[src/rtl/corr_out_sched_pkg.sv]
// Package: shared types for the correction output scheduler.
// Assumes nothing beyond being compiled before the modules that import it.
package corr_out_sched_pkg;

    // State of the column-output sequencer
    typedef enum logic [1:0] {
        SEQ_IDLE   = 2'd0,
        SEQ_WAIT   = 2'd1,
        SEQ_STREAM = 2'd2
    } seq_state_t;

endpackage

[src/rtl/cos_frame_tracker.sv]
// Module: cos_frame_tracker
// Tracks the position of each accepted block within the frame.
// Forwards every block on the row stream one cycle later.
// Keeps two sticky records over the frame: a row failure was seen, and sync
// was lost. At the last block it emits a one-cycle frame-end pulse together
// with the column-pass decision.
// Assumes in_ok and in_sync are meaningful only while in_valid is high.
module cos_frame_tracker #(
    parameter int FRAME_BLKS = 272,
    parameter int DATA_BLKS  = 190,
    parameter int IDX_W      = 9
) (
    input  logic             clk,
    input  logic             rst_n,
    input  logic             in_valid,
    input  logic             in_ok,
    input  logic             in_sync,
    output logic             row_valid,
    output logic [IDX_W-1:0] row_idx,
    output logic             row_parity,
    output logic             frame_end,
    output logic             frame_run_col
);

    localparam logic [IDX_W-1:0] LAST_IDX  = IDX_W'(FRAME_BLKS - 1);
    localparam logic [IDX_W-1:0] FIRST_PAR = IDX_W'(DATA_BLKS);

    logic [IDX_W-1:0] blk_cnt;
    logic             fail_seen;
    logic             sync_lost;
    logic             fail_now;
    logic             lost_now;

    // Sticky records, including the block being accepted now
    always_comb begin
        fail_now = fail_seen | ~in_ok;
        lost_now = sync_lost | ~in_sync;
    end

    // Block counter and sticky records; both clear when a frame completes
    always_ff @(posedge clk) begin
        if (!rst_n) begin
            blk_cnt   <= '0;
            fail_seen <= 1'b0;
            sync_lost <= 1'b0;
        end else if (in_valid) begin
            if (blk_cnt == LAST_IDX) begin
                blk_cnt   <= '0;
                fail_seen <= 1'b0;
                sync_lost <= 1'b0;
            end else begin
                blk_cnt   <= blk_cnt + 1'b1;
                fail_seen <= fail_now;
                sync_lost <= lost_now;
            end
        end
    end

    // Row stream register: passes each accepted block straight on
    always_ff @(posedge clk) begin
        if (!rst_n) begin
            row_valid  <= 1'b0;
            row_idx    <= '0;
            row_parity <= 1'b0;
        end else begin
            row_valid <= in_valid;
            if (in_valid) begin
                row_idx    <= blk_cnt;
                row_parity <= (blk_cnt >= FIRST_PAR);
            end
        end
    end

    // Frame-end pulse and column-pass decision
    always_ff @(posedge clk) begin
        if (!rst_n) begin
            frame_end     <= 1'b0;
            frame_run_col <= 1'b0;
        end else begin
            frame_end <= in_valid && (blk_cnt == LAST_IDX);
            if (in_valid && (blk_cnt == LAST_IDX)) begin
                frame_run_col <= fail_now & ~lost_now;
            end
        end
    end

endmodule

[src/rtl/cos_col_sequencer.sv]
// Module: cos_col_sequencer
// Reacts to each frame-end pulse. If the column pass is wanted, it pulses the
// request and waits for the done handshake; otherwise it skips the wait.
// It then streams the data-block indices 0..DATA_BLKS-1.
// Assumes a frame-end pulse never arrives while it is waiting or streaming.
module cos_col_sequencer
    import corr_out_sched_pkg::*;
#(
    parameter int DATA_BLKS = 190,
    parameter int IDX_W     = 9
) (
    input  logic             clk,
    input  logic             rst_n,
    input  logic             frame_end,
    input  logic             frame_run_col,
    input  logic             col_done,
    output logic             col_req,
    output logic             col_valid,
    output logic [IDX_W-1:0] col_idx,
    output logic             col_fixed
);

    localparam logic [IDX_W-1:0] LAST_DATA = IDX_W'(DATA_BLKS - 1);

    seq_state_t state;

    // Sequencer state, request pulse and column stream registers
    always_ff @(posedge clk) begin
        if (!rst_n) begin
            state     <= SEQ_IDLE;
            col_req   <= 1'b0;
            col_valid <= 1'b0;
            col_idx   <= '0;
            col_fixed <= 1'b0;
        end else begin
            col_req <= 1'b0;
            case (state)
                SEQ_IDLE: begin
                    col_valid <= 1'b0;
                    if (frame_end) begin
                        if (frame_run_col) begin
                            state   <= SEQ_WAIT;
                            col_req <= 1'b1;
                        end else begin
                            state     <= SEQ_STREAM;
                            col_valid <= 1'b1;
                            col_idx   <= '0;
                            col_fixed <= 1'b0;
                        end
                    end
                end
                SEQ_WAIT: begin
                    col_valid <= 1'b0;
                    if (col_done) begin
                        state     <= SEQ_STREAM;
                        col_valid <= 1'b1;
                        col_idx   <= '0;
                        col_fixed <= 1'b1;
                    end
                end
                SEQ_STREAM: begin
                    if (col_idx == LAST_DATA) begin
                        state     <= SEQ_IDLE;
                        col_valid <= 1'b0;
                    end else begin
                        col_idx <= col_idx + 1'b1;
                    end
                end
                default: begin
                    state     <= SEQ_IDLE;
                    col_valid <= 1'b0;
                end
            endcase
        end
    end

endmodule

[src/rtl/corr_out_sched.sv]
// Module: corr_out_sched (top)
// Two-stage correction output scheduler.
// The frame tracker handles the row stream and the per-frame decision.
// The column sequencer handles the request/done handshake and the stream of
// data-block indices.
// Assumes FRAME_BLKS > DATA_BLKS, and that the column stream of one frame
// drains before the next frame completes.
module corr_out_sched #(
    parameter int FRAME_BLKS = 272,
    parameter int DATA_BLKS  = 190,
    parameter int IDX_W      = $clog2(FRAME_BLKS)
) (
    input  logic             clk,
    input  logic             rst_n,
    input  logic             in_valid,
    input  logic             in_ok,
    input  logic             in_sync,
    input  logic             col_done,
    output logic             row_valid,
    output logic [IDX_W-1:0] row_idx,
    output logic             row_parity,
    output logic             col_req,
    output logic             col_valid,
    output logic [IDX_W-1:0] col_idx,
    output logic             col_fixed
);

    logic frame_end;
    logic frame_run_col;

    // Per-block tracking and row stream
    cos_frame_tracker #(
        .FRAME_BLKS (FRAME_BLKS),
        .DATA_BLKS  (DATA_BLKS),
        .IDX_W      (IDX_W)
    ) u_tracker (
        .clk           (clk),
        .rst_n         (rst_n),
        .in_valid      (in_valid),
        .in_ok         (in_ok),
        .in_sync       (in_sync),
        .row_valid     (row_valid),
        .row_idx       (row_idx),
        .row_parity    (row_parity),
        .frame_end     (frame_end),
        .frame_run_col (frame_run_col)
    );

    // Column pass handshake and data-only stream
    cos_col_sequencer #(
        .DATA_BLKS (DATA_BLKS),
        .IDX_W     (IDX_W)
    ) u_seq (
        .clk           (clk),
        .rst_n         (rst_n),
        .frame_end     (frame_end),
        .frame_run_col (frame_run_col),
        .col_done      (col_done),
        .col_req       (col_req),
        .col_valid     (col_valid),
        .col_idx       (col_idx),
        .col_fixed     (col_fixed)
    );

endmodule

[config.mk]
export PLATFORM = sky130hd
export DESIGN_NAME = corr_out_sched
export DESIGN_NICKNAME = d
export VERILOG_FILES = /design/src/rtl/corr_out_sched_pkg.sv /design/src/rtl/cos_frame_tracker.sv /design/src/rtl/cos_col_sequencer.sv /design/src/rtl/corr_out_sched.sv
export SDC_FILE = /design/constraint.sdc
export NUM_CORES = 1
export LEC_CHECK = 0
export ABC_AREA = 1
export BUFFER_PORTS_ARGS = -buffer_cell sky130_fd_sc_hd__buf_2
export CORE_ASPECT_RATIO = 0.9
export CORE_MARGIN = 1
export CORE_UTILIZATION = 35
export DETAILED_ROUTE_END_ITERATION = 10
export GPL_TIMING_DRIVEN = 0
export MAX_ROUTING_LAYER = met4
export PLACE_DENSITY = 0.61
export REMOVE_ABC_BUFFERS = 1
export SLEW_MARGIN = 5
export SYNTH_ARGS = -nofsm -noshare
export SYNTH_HDL_FRONTEND = slang
export SYNTH_SLANG_ARGS = --single-unit
[constraint.sdc]
create_clock -name clk -period 2 [get_ports clk]
set_clock_uncertainty 0.2 [all_clocks]
set_input_delay 0 -clock clk [delete_from_list [all_inputs] [get_ports clk]]
set_output_delay 0 -clock clk [all_outputs]
set_load 0.05 [all_outputs]
Word level (Yosys, flattened, before mapping). Index checks and enable logic that the tools add are counted.

Add/subtract/negate cells: 2. Magnitude comparators: 1. Equal/unequal tests: 9. Multiplexer cells: 23. Bitwise operators: 6. Reduce and logical (&&, ||, !) cells: 8.

Operators by type and width (number): $mux W9 (5); $pmux W9 S3 (1); $add A9 B1 Y9 const B (2); $mux W1 (10); $eq A9 B8 Y1 const B (1); $eq A9 B9 Y1 const B (1); $ge A9 B8 Y1 const B (1); $mux W2 (4); $ne A2 B2 Y1 const B (4); $pmux W2 S3 (1); $reduce_and A3 Y1 (2); $reduce_and A5 Y1 (1); $reduce_and A4 Y1 (1); $not A1 Y1 (3); $pmux W1 S3 (1); $reduce_bool A3 Y1 (1); $eq A2 B1 Y1 const B (1); $eq A2 B2 Y1 const B (1); $logic_not A2 Y1 (1); $ne A2 B1 Y1 const B (1); $or A1 B1 Y1 (2); $pmux W1 S2 (1); $reduce_bool A2 Y1 (1); $and A1 B1 Y1 (1); $logic_and A1 B1 Y1 (1).

Register bits after elaboration: 38. Input bits: 6. Output and inout bits: 23. Word-level logic and storage cells: 62.

Logic depth before layout (Yosys ltp).
Depth after elaboration: 4. Mapped depth: 10. Depth with buffers taken out: 10.

Hierarchy. Synthesis repeated with hierarchy kept, for this count alone.

Cell total of the unflattened synthesis: 240. Area total of the unflattened synthesis: 1771.7 um2.

Modules (own cells, without submodules): cos_frame_tracker (times used 1, cells an instance 129, area an instance 993.5 um2, seq. area each 480.5 um2); cos_col_sequencer (times used 1, cells an instance 111, area an instance 778.2 um2, seq. area each 280.3 um2).

Worst setup path after synthesis. No wires, ideal clock.

Path type: reg-to-reg. Start: register u_seq.col_idx[0]. End: register u_seq.col_idx[6]. Setup time: 0.116 ns. Arrival: 1.502 ns. Data required time: 1.684 ns. Setup slack: 0.182 ns. Cell stages (with the launch flop): 9. Path buffers: 0. Clock period less this slack: 1.818 ns. Cells stage by stage: dfxtp_1 -> ha_1 -> inv_1 -> nor2_1 -> nand3_2 -> nand2_4 -> nand2_4 -> a21oi_1 -> nor2_1.

Longest elaborated chain between the ends: 3. Elaborated cells between the ends (all ways): 6. Those cells by class: add/sub (1); eq/ne (2); mux (2); reduce/logical (1).

RTL lines: start: declaration (line cos_col_sequencer.sv:19) `output logic [IDX_W-1:0] col_idx,`; start signal: assignment (line cos_col_sequencer.sv:66) `col_idx <= col_idx + 1'b1;`; $add A9 B1 Y9 or $eq A9 B8 Y1 (tied branches) (line cos_col_sequencer.sv:66, cos_col_sequencer.sv:62); $mux W9 or $ne A2 B2 Y1 (tied branches); $pmux W9 S3 or $reduce_and A5 Y1 (tied branches).

Parallel ways exist; a longest one is shown, timed or not. The select of a mux whose other input is x is not followed. A chain may end at the register's enable or synchronous reset.

Worst setup path after layout.
Start: register u_tracker.blk_cnt[1]. End: register u_tracker.frame_run_col.

Longest elaborated chain between the ends: 2.

RTL lines: start: declaration (line cos_frame_tracker.sv:28) `logic [IDX_W-1:0] blk_cnt;`; start signal: assignment (line cos_frame_tracker.sv:52) `blk_cnt <= blk_cnt + 1'b1;`; $eq A9 B9 Y1 (line cos_frame_tracker.sv:81) `if (in_valid && (blk_cnt == LAST_IDX)) begin`; $logic_and A1 B1 Y1 (line cos_frame_tracker.sv:81); end signal: assignment (line cos_frame_tracker.sv:82) `frame_run_col <= fail_now & ~lost_now;`; end: declaration (line cos_frame_tracker.sv:22) `output logic frame_run_col`.

Every way passes these cells.

==> impl_metrics.tcl <==
set metrics [dict create \
    outcome "complete, no violations" \
    p_sw_mw 0.365 \
    syn_inst 231 \
    hold_path.startpoint "in_sync" \
    leakage_nw 0.879 \
    place_area_um2 1890 \
    hold_viol 0 \
    cts_tree "built" \
    design_area_um2 2030 \
    grt_pass1_wl_um 6240 \
    r2r-start "u_tracker.blk_cnt[1]" \
    crit_path_max_fanout 7 \
    numCtsBuffers 5 \
    seq_area_frac_synth_pct 44.6 \
    wire_per_inst_um 10.9 \
    synthSimpleGateAreaFrac_pct 29.9 \
    row_count 23 \
    mostFrequentLayoutCell "nand2_1" \
    synth_area_um2 1710 \
    whs_path_depth 3 \
    area.growth.synth_to_final_pct 18.9 \
    numPortBuffers 28 \
    powerDensity_nw_per_um2 716 \
    viasPerCell 4.60 \
    synth_top_family_by_area "simple AND/OR/NAND/NOR gates" \
    end_kind "flip-flop" \
    die_height_um 68.2 \
    antenna_found_initial 0 \
    setup_viol_count_final 0 \
    post_cts_buffers 0 \
    final_cell_mix "nand2_1, dfxtp_1, nor2_1" \
    wl_um 3590 \
    rsz0062_at_grt "false" \
    htree_num_levels 2 \
    holdPathEnd "u_tracker.sync_lost" \
    avgSynthCellArea_um2 7.38 \
    clk_path_buf_depth 2 \
    die_x_um 75.6 \
    grt.overflow.total 0 \
    p_comb_share_pct 7.9 \
    fillers 484 \
    cp_data_arrival_time_ps 1660 \
    relSlewSlack_pct 66.8 \
    drive_above_1_share_pct 16.9 \
    reg2regPathDepth 6 \
    drt-pass1-iter-count 5 \
    rrSetupSlack_ps 320 \
    hpwl_um 2540 \
    synthDistinctLibCells 26 \
    max_slew.worst_pin.slew_ps 497 \
    clk_pin_slew_ps 70 \
    tns_ps 0 \
    p_int_mw 1.09 \
    synth-xor-area-share_pct 2.57 \
    ant_nets 0 \
    cp.required_ps 1970 \
    core-area_um2 4580 \
    synthAdderAreaFrac_pct 2.93 \
    diodes 0 \
    cts_sinks 38 \
    muxShareOfSynthArea_pct 0 \
    drc_errors 0 \
    maxSlewViolCount 0 \
    grt.total_usage_pct 16.8 \
    routabilityCongestion 0.851 \
    cts.repair.resized 0 \
    swShare_pct 25.2 \
    first_global_vias 1414 \
    io_pins 29 \
    yosysWarnings 0 \
    crit_type "reg2reg" \
    hp-class "in2reg" \
    insertion_delay_ps 300 \
    synth_compound_area_share_pct 11.4 \
    maxCapViolCount 0 \
    fin_crit_ps 1680 \
    cts_hold_buf 5 \
    r2r-end "u_tracker.frame_run_col" \
    seq_power_share_pct 54.1 \
    grt_max_degree 24 \
    fin_nets 275 \
    p_clk_share_pct 38.0 \
    dieArea_um2 5160 \
    peakVddDrop_mv 0.516 \
    dr.first_iter.drc_count 84 \
    num_vias 1508 \
    start_util_pct 37.3 \
    cp-start-kind "flip-flop" \
    fin_crit_sh_pct 84.2 \
    synth-seq-cells 38 \
    max_freq_mhz 594 \
    root_buffer "clkbuf_8" \
]
[through the flow]
step | worst slack (ps) | total power, mW | utilization, % | instances | hold WS, ps
after floorplan | 174 | 0.875 | - | 225 | -111
after global placement | 334 | 0.911 | 41.2 | 315 | 19.0
after detailed placement | 321 | 0.912 | 41.2 | 315 | 26.1
after CTS | 315 | 1.47 | 44.3 | 328 | 250
after global routing | 147 | 1.51 | 44.3 | 328 | 288
final | 316 | 1.45 | 44.3 | 328 | 256
[kinds of logic (layout without fill, tap and decap cells)]
family | Yosys count | after routing
adder cells (fa/ha/maj) | 4 | 4
buffers and inverters | 35 | 70
flip-flops | 38 | 38
AO/OA/AOI/OAI | 38 | 38
AND/OR/NAND/NOR | 111 | 111
XOR/XNOR | 5 | 5
[Yosys cell counts (all sizes together)]
library cell / n / area (um^2)
dfxtp: 38 / 761
clkbuf: 1 / 3.75
inv: 29 / 109
nor3: 8 / 45.0
nand4: 4 / 25.0
o31ai: 1 / 7.51
buf: 5 / 33.8
o21a: 1 / 7.51
nand2: 47 / 194
ha: 4 / 50.1
o21ai: 15 / 75.1
xor2: 4 / 35.0
nand3: 17 / 95.1
nor2: 34 / 143
xnor2: 1 / 8.76
a21oi: 21 / 105
nand3b: 1 / 7.51
[final cells by class]
cell class	instances	area (um^2)	share of cell area (%)
multi-input cells	158	798	39.4
flip-flops and latches	38	761	37.5
repair buffers	33	190	9.38
inverters	29	109	5.37
clock buffers	7	86.3	4.26
well taps	62	77.6	3.83
clock inverters	1	5.00	0.247
[worst max-delay path: stages, from the launching register on]
cell and delay [ps]:
dfxtp_1 410, ha_1 220, nand4_1 130, nor2_1 150, nand2_1 90, nand2_1 250
o21ai_0 130
[power by group through the flow]
stage          Sequential, mW  Clock (mW)  Combinational (mW)
2_1_floorplan           0.841           0              0.0343
3_5_place_dp            0.803           0               0.109
4_1_cts                 0.785       0.564               0.117
6_report                0.785       0.551               0.115
3_3_place_gp            0.803           0               0.108
5_1_grt                 0.788       0.595               0.128
[worst max-delay path by stage]
| stage | from | end | slack (ps) | cells past startpoint |
|---|---|---|---|---|
| 2_1_floorplan | u_seq.col_idx[0] | u_seq.col_idx[6] | 170 | 8 |
| 3_3_place_gp | u_tracker.blk_cnt[1] | u_tracker.frame_run_col | 330 | 6 |
| 3_5_place_dp | u_tracker.blk_cnt[1] | u_tracker.frame_run_col | 320 | 6 |
| 4_1_cts | u_tracker.blk_cnt[1] | u_tracker.frame_run_col | 310 | 6 |
| 5_1_grt | u_tracker.blk_cnt[1] | u_tracker.frame_run_col | 150 | 6 |
| 6_report | u_tracker.blk_cnt[1] | u_tracker.frame_run_col | 320 | 6 |
[sequential cells by signal, indices dropped and copies added, names as in the netlist, 2 cells and up]
signal / flops
u_tracker.blk_cnt: 9
u_seq.state: 2
u_seq.col_idx: 9
u_tracker.row_idx: 9
[per-layer routing]
layer  track usage, %  routed length, um  up-vias
met3             3.98                144        4
li1                 -                  -      805
met4             6.94                 40        0
met2             27.2               1600       31
met5                -                  0        -
met1             20.1               1810      668
No activity file was read; power rests on OpenSTA's default activity.
